$ cat config.mk
export PLATFORM = sky130hd
export DESIGN_NAME = seg_xlate_top
export DESIGN_NICKNAME = d
export VERILOG_FILES = /design/src/rtl/seg_xlate_pkg.sv /design/src/rtl/seg_sreg_cache.sv /design/src/rtl/seg_fetch_ctrl.sv /design/src/rtl/seg_xlate_top.sv
export SDC_FILE = /design/constraint.sdc
export NUM_CORES = 1
export LEC_CHECK = 0
export ABC_AREA = 1
export BUFFER_PORTS_ARGS = -buffer_cell sky130_fd_sc_hd__buf_4
export CORE_MARGIN = 5
export CORE_UTILIZATION = 35
export CTS_CLUSTER_DIAMETER = 150
export CTS_CLUSTER_SIZE = 8
export DETAILED_ROUTE_END_ITERATION = 8
export GPL_TIMING_DRIVEN = 0
export PLACE_DENSITY = 0.55
export SYNTH_ARGS = -nofsm -noshare
export SYNTH_HDL_FRONTEND = slang
export SYNTH_HIERARCHICAL = 1
export SYNTH_SLANG_ARGS = --single-unit
$ cat constraint.sdc
create_clock -name clk -period 3.4 [get_ports clk]
set_input_delay 0.17 -clock clk [delete_from_list [all_inputs] [get_ports clk]]
set_output_delay 0.17 -clock clk [all_outputs]
set_load 0.05 [all_outputs]
$ cat src/rtl/seg_xlate_pkg.sv
package seg_xlate_pkg;
  localparam int SEL_W      = 16;
  localparam int LIN_W      = 32;
  localparam int DESC_W     = 64;
  localparam int REAL_OFF_W = 16;
  localparam int REAL_SUM_W = SEL_W + 5;

  typedef enum logic [1:0] {
    MODE_REAL = 2'b00,
    MODE_V86  = 2'b01,
    MODE_PROT = 2'b10,
    MODE_PRX  = 2'b11
  } cpu_mode_e;

  typedef enum logic [2:0] {
    SRC_EXPL = 3'd0,
    SRC_CS   = 3'd1,
    SRC_DS   = 3'd2,
    SRC_SS   = 3'd3,
    SRC_ES   = 3'd4
  } seg_src_e;

  typedef struct packed {
    logic             load;
    logic [1:0]       idx;
    logic [SEL_W-1:0] sel;
    logic [LIN_W-1:0] off;
    logic             paging;
    logic [LIN_W-1:0] daddr;
  } fetch_op_t;

  function automatic logic mode_is_prot(input logic [1:0] m);
    return m[1];
  endfunction

  function automatic logic [LIN_W-1:0] shifted_base(input logic [SEL_W-1:0] sel);
    return LIN_W'({sel, 4'b0000});
  endfunction

  // 21-bit sum, carry kept, upper offset bits dropped
  function automatic logic [LIN_W-1:0] real_lin(input logic [SEL_W-1:0] sel,
                                                input logic [LIN_W-1:0] off);
    logic [REAL_SUM_W-1:0] s;
    s = {1'b0, sel, 4'b0000} + {5'b0, off[REAL_OFF_W-1:0]};
    return LIN_W'(s);
  endfunction

  function automatic logic [LIN_W-1:0] desc_addr(input logic [SEL_W-1:0] sel,
                                                 input logic [LIN_W-1:0] gdt,
                                                 input logic [LIN_W-1:0] ldt);
    logic [LIN_W-1:0] tbl;
    tbl = sel[2] ? ldt : gdt;
    return tbl + LIN_W'({sel[SEL_W-1:3], 3'b000});
  endfunction

  function automatic logic [LIN_W-1:0] desc_base(input logic [DESC_W-1:0] d);
    return {d[63:56], d[39:16]};
  endfunction

  function automatic logic [LIN_W-1:0] prot_lin(input logic [LIN_W-1:0] base,
                                                input logic [LIN_W-1:0] off);
    return base + off;
  endfunction
endpackage

$ cat src/rtl/seg_sreg_cache.sv
module seg_sreg_cache
  import seg_xlate_pkg::*;
#(
  parameter int NUM_SREG = 4,
  localparam int IDX_W = (NUM_SREG > 1) ? $clog2(NUM_SREG) : 1
) (
  input  logic             clk,
  input  logic             rst_n,
  input  logic             wr_en,
  input  logic [IDX_W-1:0] wr_idx,
  input  logic [SEL_W-1:0] wr_sel,
  input  logic [LIN_W-1:0] wr_base,
  input  logic [IDX_W-1:0] rd_idx,
  output logic [SEL_W-1:0] rd_sel,
  output logic [LIN_W-1:0] rd_base
);
  logic [SEL_W-1:0] sel_q  [NUM_SREG];
  logic [LIN_W-1:0] base_q [NUM_SREG];

  for (genvar g = 0; g < NUM_SREG; g++) begin : g_sreg
    wire hit = wr_en && (wr_idx == IDX_W'(g));
    always_ff @(posedge clk or negedge rst_n) begin
      if (!rst_n) begin
        sel_q[g]  <= '0;
        base_q[g] <= '0;
      end else if (hit) begin
        sel_q[g]  <= wr_sel;
        base_q[g] <= wr_base;
      end
    end
  end

  assign rd_sel  = sel_q[rd_idx];
  assign rd_base = base_q[rd_idx];
endmodule

$ cat src/rtl/seg_fetch_ctrl.sv
module seg_fetch_ctrl
  import seg_xlate_pkg::*;
(
  input  logic              clk,
  input  logic              rst_n,
  input  logic              start,
  input  fetch_op_t         start_op,
  output logic              idle,
  output logic              mem_req,
  output logic [LIN_W-1:0]  mem_addr,
  input  logic              mem_ack,
  input  logic [DESC_W-1:0] mem_rdata,
  output logic              done,
  output fetch_op_t         done_op,
  output logic [LIN_W-1:0]  done_base
);
  typedef enum logic {FS_IDLE, FS_WAIT} fstate_e;
  fstate_e   state;
  fetch_op_t op_q;

  always_ff @(posedge clk or negedge rst_n) begin
    if (!rst_n) begin
      state <= FS_IDLE;
      op_q  <= '0;
    end else begin
      unique case (state)
        FS_IDLE: if (start) begin
          op_q  <= start_op;
          state <= FS_WAIT;
        end
        FS_WAIT: if (mem_ack) state <= FS_IDLE;
        default: state <= FS_IDLE;
      endcase
    end
  end

  assign idle      = (state == FS_IDLE);
  assign mem_req   = (state == FS_WAIT);
  assign mem_addr  = op_q.daddr;
  assign done      = mem_req && mem_ack;
  assign done_op   = op_q;
  assign done_base = desc_base(mem_rdata);


  fetch_addr_hold_chk: assert property (@(posedge clk) disable iff (!rst_n)
    mem_req && !mem_ack |=> mem_req && $stable(mem_addr));

  start_to_req_chk: assert property (@(posedge clk) disable iff (!rst_n)
    start |=> mem_req && !idle);

  wait_until_ack_chk: assert property (@(posedge clk) disable iff (!rst_n)
    mem_req && !mem_ack |=> !idle);
endmodule

$ cat src/rtl/seg_xlate_top.sv
module seg_xlate_top
  import seg_xlate_pkg::*;
#(
  parameter int NUM_SREG = 4,
  localparam int IDX_W = (NUM_SREG > 1) ? $clog2(NUM_SREG) : 1
) (
  input  logic        clk,
  input  logic        rst_n,
  input  logic        req_valid,
  input  logic        req_load,
  input  logic [1:0]  req_mode,
  input  logic [2:0]  req_src,
  input  logic [15:0] req_sel,
  input  logic [31:0] req_off,
  input  logic        paging_en,
  input  logic [31:0] gdt_base,
  input  logic [31:0] ldt_base,
  output logic        idle,
  output logic        mem_req,
  output logic [31:0] mem_addr,
  input  logic        mem_ack,
  input  logic [63:0] mem_rdata,
  output logic        out_valid,
  output logic [31:0] lin_addr,
  output logic        lin_phys
);
  // request decode
  wire             accept   = req_valid && idle;
  wire             use_reg  = (req_src >= 3'(SRC_CS)) && (req_src <= 3'(SRC_ES));
  wire [IDX_W-1:0] sreg_idx = IDX_W'(req_src - 3'd1);
  wire             prot     = mode_is_prot(req_mode);
  wire             is_real  = (req_mode == MODE_REAL);

  logic [SEL_W-1:0] rd_sel;
  logic [LIN_W-1:0] rd_base;
  wire  [SEL_W-1:0] sel_eff = use_reg ? rd_sel : req_sel;

  // named events
  wire need_fetch = prot && (req_load ? use_reg : !use_reg);
  wire start      = accept && need_fetch;
  wire hit_fire   = accept && !req_load && !need_fetch;
  wire imm_load   = accept && req_load && use_reg && !prot;

  fetch_op_t  start_op;
  fetch_op_t  done_op;
  logic       fetch_done;
  logic [LIN_W-1:0] done_base;

  always_comb begin
    start_op        = '0;
    start_op.load   = req_load;
    start_op.idx    = 2'(sreg_idx);
    start_op.sel    = req_sel;
    start_op.off    = req_off;
    start_op.paging = paging_en;
    start_op.daddr  = desc_addr(req_sel, gdt_base, ldt_base);
  end

  seg_fetch_ctrl u_fetch (
    .clk       (clk),
    .rst_n     (rst_n),
    .start     (start),
    .start_op  (start_op),
    .idle      (idle),
    .mem_req   (mem_req),
    .mem_addr  (mem_addr),
    .mem_ack   (mem_ack),
    .mem_rdata (mem_rdata),
    .done      (fetch_done),
    .done_op   (done_op),
    .done_base (done_base)
  );

  // segment register write port
  wire              fetch_load = fetch_done && done_op.load;
  wire              cw_en   = imm_load || fetch_load;
  wire [IDX_W-1:0]  cw_idx  = fetch_load ? IDX_W'(done_op.idx) : sreg_idx;
  wire [SEL_W-1:0]  cw_sel  = fetch_load ? done_op.sel : req_sel;
  wire [LIN_W-1:0]  cw_base = fetch_load ? done_base : shifted_base(req_sel);

  seg_sreg_cache #(.NUM_SREG(NUM_SREG)) u_cache (
    .clk     (clk),
    .rst_n   (rst_n),
    .wr_en   (cw_en),
    .wr_idx  (cw_idx),
    .wr_sel  (cw_sel),
    .wr_base (cw_base),
    .rd_idx  (sreg_idx),
    .rd_sel  (rd_sel),
    .rd_base (rd_base)
  );

  // result register
  wire fetch_out = fetch_done && !done_op.load;
  logic res_real;

  always_ff @(posedge clk or negedge rst_n) begin
    if (!rst_n) begin
      out_valid <= 1'b0;
      lin_addr  <= '0;
      lin_phys  <= 1'b0;
      res_real  <= 1'b0;
    end else begin
      out_valid <= hit_fire || fetch_out;
      if (fetch_out) begin
        lin_addr <= prot_lin(done_base, done_op.off);
        lin_phys <= !done_op.paging;
        res_real <= 1'b0;
      end else if (hit_fire) begin
        lin_addr <= prot ? prot_lin(rd_base, req_off) : real_lin(sel_eff, req_off);
        lin_phys <= is_real || !paging_en;
        res_real <= is_real;
      end
    end
  end


  cached_hit_chk: assert property (@(posedge clk) disable iff (!rst_n)
    hit_fire |=> out_valid && !mem_req);

  real_upper_zero_chk: assert property (@(posedge clk) disable iff (!rst_n)
    out_valid && res_real |-> lin_addr[31:21] == 11'd0 && lin_phys);

  ack_to_out_chk: assert property (@(posedge clk) disable iff (!rst_n)
    fetch_out |=> out_valid && idle);

  real_load_quiet_chk: assert property (@(posedge clk) disable iff (!rst_n)
    imm_load |=> !mem_req && !out_valid);
endmodule

==> results.yml <==
outcome:
  outcome: "complete, no violations"
min_path:
  min_delay_path_depth: 5
  hold-path-endpoint: "u_fetch/mem_addr[29]"
  worstHoldPathType: "in -> reg"
  min-delay-start: "gdt_base[29]"
clock_network:
  cts_root_buffer: "clkbuf_16"
  cts_tree: "done"
  clk_pin_slew_worst_paths_ns: 0.06
  cts_setup_buffers: 0
  cts.sinks: 311
  cts.htree.levels: 2
  cts-buffers-inserted: 44
  cts_buffer_depth: 3
  clock_insertion_delay_worst_skew_ns: 0.61
floorplanning:
  design.core.area_um2: 62970
  fp.dieArea_um2: 68700
  start_util_pct: 35.33
  die-height_um: 262.1
  rows: 92
  die_width_um: 262.1
  ios: 255
logic_synthesis:
  synth_seq_area_share_pct: 34.99
  mappedNetlistNets: 3644
  count_of_flip_flops_with_a_built_in_enable_after_synthesis: 0
  synth_cell_type_count: 45
  post_synth_instance_area_um2: 22250
  synth.ff_latch_count: 311
  yosys_warnings: 6
  syn-instance-count: 3364
  synthFlopType: "dfrtp_1"
  synth_area_per_cell_um2: 6.613
  postSynth.asyncResetShare_pct: 100.0
critical_path:
  cp.required_ns: 3.94
  worst_setup_start_kind: "flip-flop"
  timing.critical_path.buf_inv: 4
  critical_path_class: "reg -> reg"
  crit-reg2reg-capture: "u_fetch/mem_addr[23]"
  timing.critical_path.cells: "inv_2, clkbuf_1, nand2_1, a211oi_1, buf_2, buf_2, nand3_1, nand2_1"
  worst_setup_path_end_kind: "flip-flop"
  rrSetupSlack_ns: 0.18
  timing.rr.start: "u_fetch/mem_req"
  rr_worst_depth: 8
  timing.critical_path.arrival_ns: 3.77
  cpPeakStageDelay_ns: 0.69
  cell_type_of_the_slowest_stage_on_the_worst_timing_path: "a211oi_1"
  critical_path_peak_fanout: 11
  cpLargestDelayFamily: "buffers and inverters"
power_and_ir_drop:
  power_frac_clock_pct: 23.7
  areal_power_density_over_the_cells_nw_per_um2: 642.3
  switching_power_uw: 7476
  power.share.combinational_pct: 44.2
  p_leak_uw: 0.01440
  sequential_group_share_of_total_power_pct: 32.1
  power.ir.vdd_worst_v: 0.0003286
  internal-power_uw: 9672
  switching_share_pct: 43.60
grt:
  first_pass_grt_wire_length_mm: 130.4
  grt_start_max_net_pins: 115
  initial_antenna_violation_count: 2
  global_route.usage.total_pct: 24.87
  grt_overflow: 0
  vias_in_the_first_global_route: 21970
placement:
  port_buffers: 189
  detailed_place.area_um2: 24810
  routabilityCongestion: 0.9406
  place.detailed.hpwl_mm: 68.59
cells_and_area:
  final_common_cell: "nand2_1"
  num-nets-final: 3948
  postLayoutCoreUtil_pct: 42.40
  post-route-cell-area_um2: 26700
  area_growth_pct: 20.01
  layout-drive-gt1-share_pct: 12.45
  most_frequent_cells_in_the_layout: "1,246 x nand2_1, 388 x inv_1, 348 x nand3_1"
detailed_routing:
  drt_wl_total_mm: 87.15
  remaining_drc_errors: 0
  drc_marker_count_from_the_first_detailed_route_iteration: 1897
  route.detailed.wl_per_inst_um: 19.29
  via_count: 22760
  via_per_inst: 5.038
  detail-route-antenna-nets: 0
  dr.pass1.iters: 6
timing:
  worst-slew-pin-transition_ns: 0.7657
  finalSetupViolCount: 0
  slew_violations: 0
  timing.clock.skew_ns: 0.03530
  post-route-period-util_pct: 94.84
  final_period_minus_worst_setup_slack_ns: 3.224
  peak_clock_frequency_supported_by_timing_mhz: 310.1
  timing_hold_violations_final: 0
  timing.slew.headroom_pct: 48.95
  setup_repair_after_global_routing_missed_its_margin: "no"
flow_run:
  max_cap_viol_count: 0
## cell usage after synthesis, types with 35 or more instances
cell type | count | share of area, %
nand3_1 | 348 | 7.8
xor2_1 | 35 | 1.4
nor2_1 | 193 | 3.3
buf_2 | 73 | 1.6
inv_1 | 388 | 6.5
nand2_1 | 1249 | 21
a21oi_1 | 130 | 2.9
ha_1 | 89 | 5.0
nand4_1 | 115 | 3.2
clkbuf_1 | 69 | 1.2
buf_4 | 80 | 2.7
dfrtp_1 | 311 | 35
o21ai_0 | 124 | 2.8
## area by class of cell
cell class                      instances  area (um^2)
Clock buffer                           45         1105
Sequential cell                       311         7782
Buffer                                226         1265
Inverter                              394         1481
Tap cell                              846         1059
Multi-Input combinational cell       2433        11760
Timing Repair Buffer                  258         2170
Fill cell                            6861        36270
Antenna cell                            1        2.502
Clock inverter                          3        68.82
## stage by stage
| stage | setup TNS (ns) | setup slack, ns | hold slack, ns | instances | total power [uW] |
|---|---|---|---|---|---|
| floorplan | 0 | 0.3627 | -0.1256 | 3364 | 10620 |
| global placement | -312.90 | -1.117 | 0.3856 | 4399 | 12900 |
| detailed placement | -16.96 | -1.128 | 0.2805 | 4402 | 12970 |
| CTS | 0 | 0.03312 | 0.001272 | 4516 | 17190 |
| global route | 0 | 0.001534 | 0.04071 | 4516 | 18330 |
| finish | 0 | 0.1756 | 0.01849 | 4517 | 17150 |
## power groups by stage
stage	clock [uW]	combinational (uW)	sequential [uW]
3_5_place_dp	0	7420	5550
3_3_place_gp	0	7380	5520
2_1_floorplan	0	4670	5960
6_report	4060	7580	5510
4_1_cts	4170	7520	5500
5_1_grt	4280	8390	5660
## tightest hold or removal path, stage by stage
cell and delay [ns]:
buf_4 0.08, o21ai_1 0.08, xnor2_1 0.13, nand3_1 0.07, nand2_1 0.06
## kinds of logic after synthesis
logic type / count (synthesis) / share of synthesized area [%]
compound gates: 312 / 7.498
fa+ha+maj: 93 / 5.366
simple gates: 1964 / 37.19
flops: 311 / 34.99
xor+xnor: 48 / 1.890
mux: 16 / 0.8043
buf+inv: 620 / 12.27
## worst max-delay path by stage
stage | from | to | slack (ns) | cells after the start
3_3_place_gp | req_src[0] | lin_addr[12] | -1.12 | 20
2_1_floorplan | u_fetch/mem_req | u_cache/base_q[118] | 0.36 | 10
5_1_grt | req_src[0] | lin_addr[15] | 0.002 | 22
4_1_cts | req_src[0] | lin_addr[27] | 0.03 | 20
6_report | u_fetch/mem_req | u_fetch/mem_addr[23] | 0.18 | 8
3_5_place_dp | req_src[0] | lin_addr[12] | -1.13 | 20
## state kept, by name, summed over array words and instances (netlist names)
signal            flops
u_fetch/mem_addr     32
lin_addr             32
lin_phys              1
u_fetch/mem_req       1
u_fetch/done_op      52
u_cache/base_q      128
out_valid             1
u_cache/sel_q        64
## timing repair
item	in CTS	in global routing
resized for setup	6	26
cloned	0	0
setup endpoints to repair	11	85
hold buffers	66	0
endpoints found under the hold margin	179	0
## layer usage
layer | global-route usage (%) | vias up | part of all wire (%)
met5 | 0 | - | 0.013
met4 | 9.178 | 2 | 4.0
met3 | 3.930 | 175 | 7.4
met2 | 41.62 | 784 | 46
met1 | 32.63 | 10550 | 43
li1 | - | 11250 | -
No activity file was read; power rests on OpenSTA's default activity.
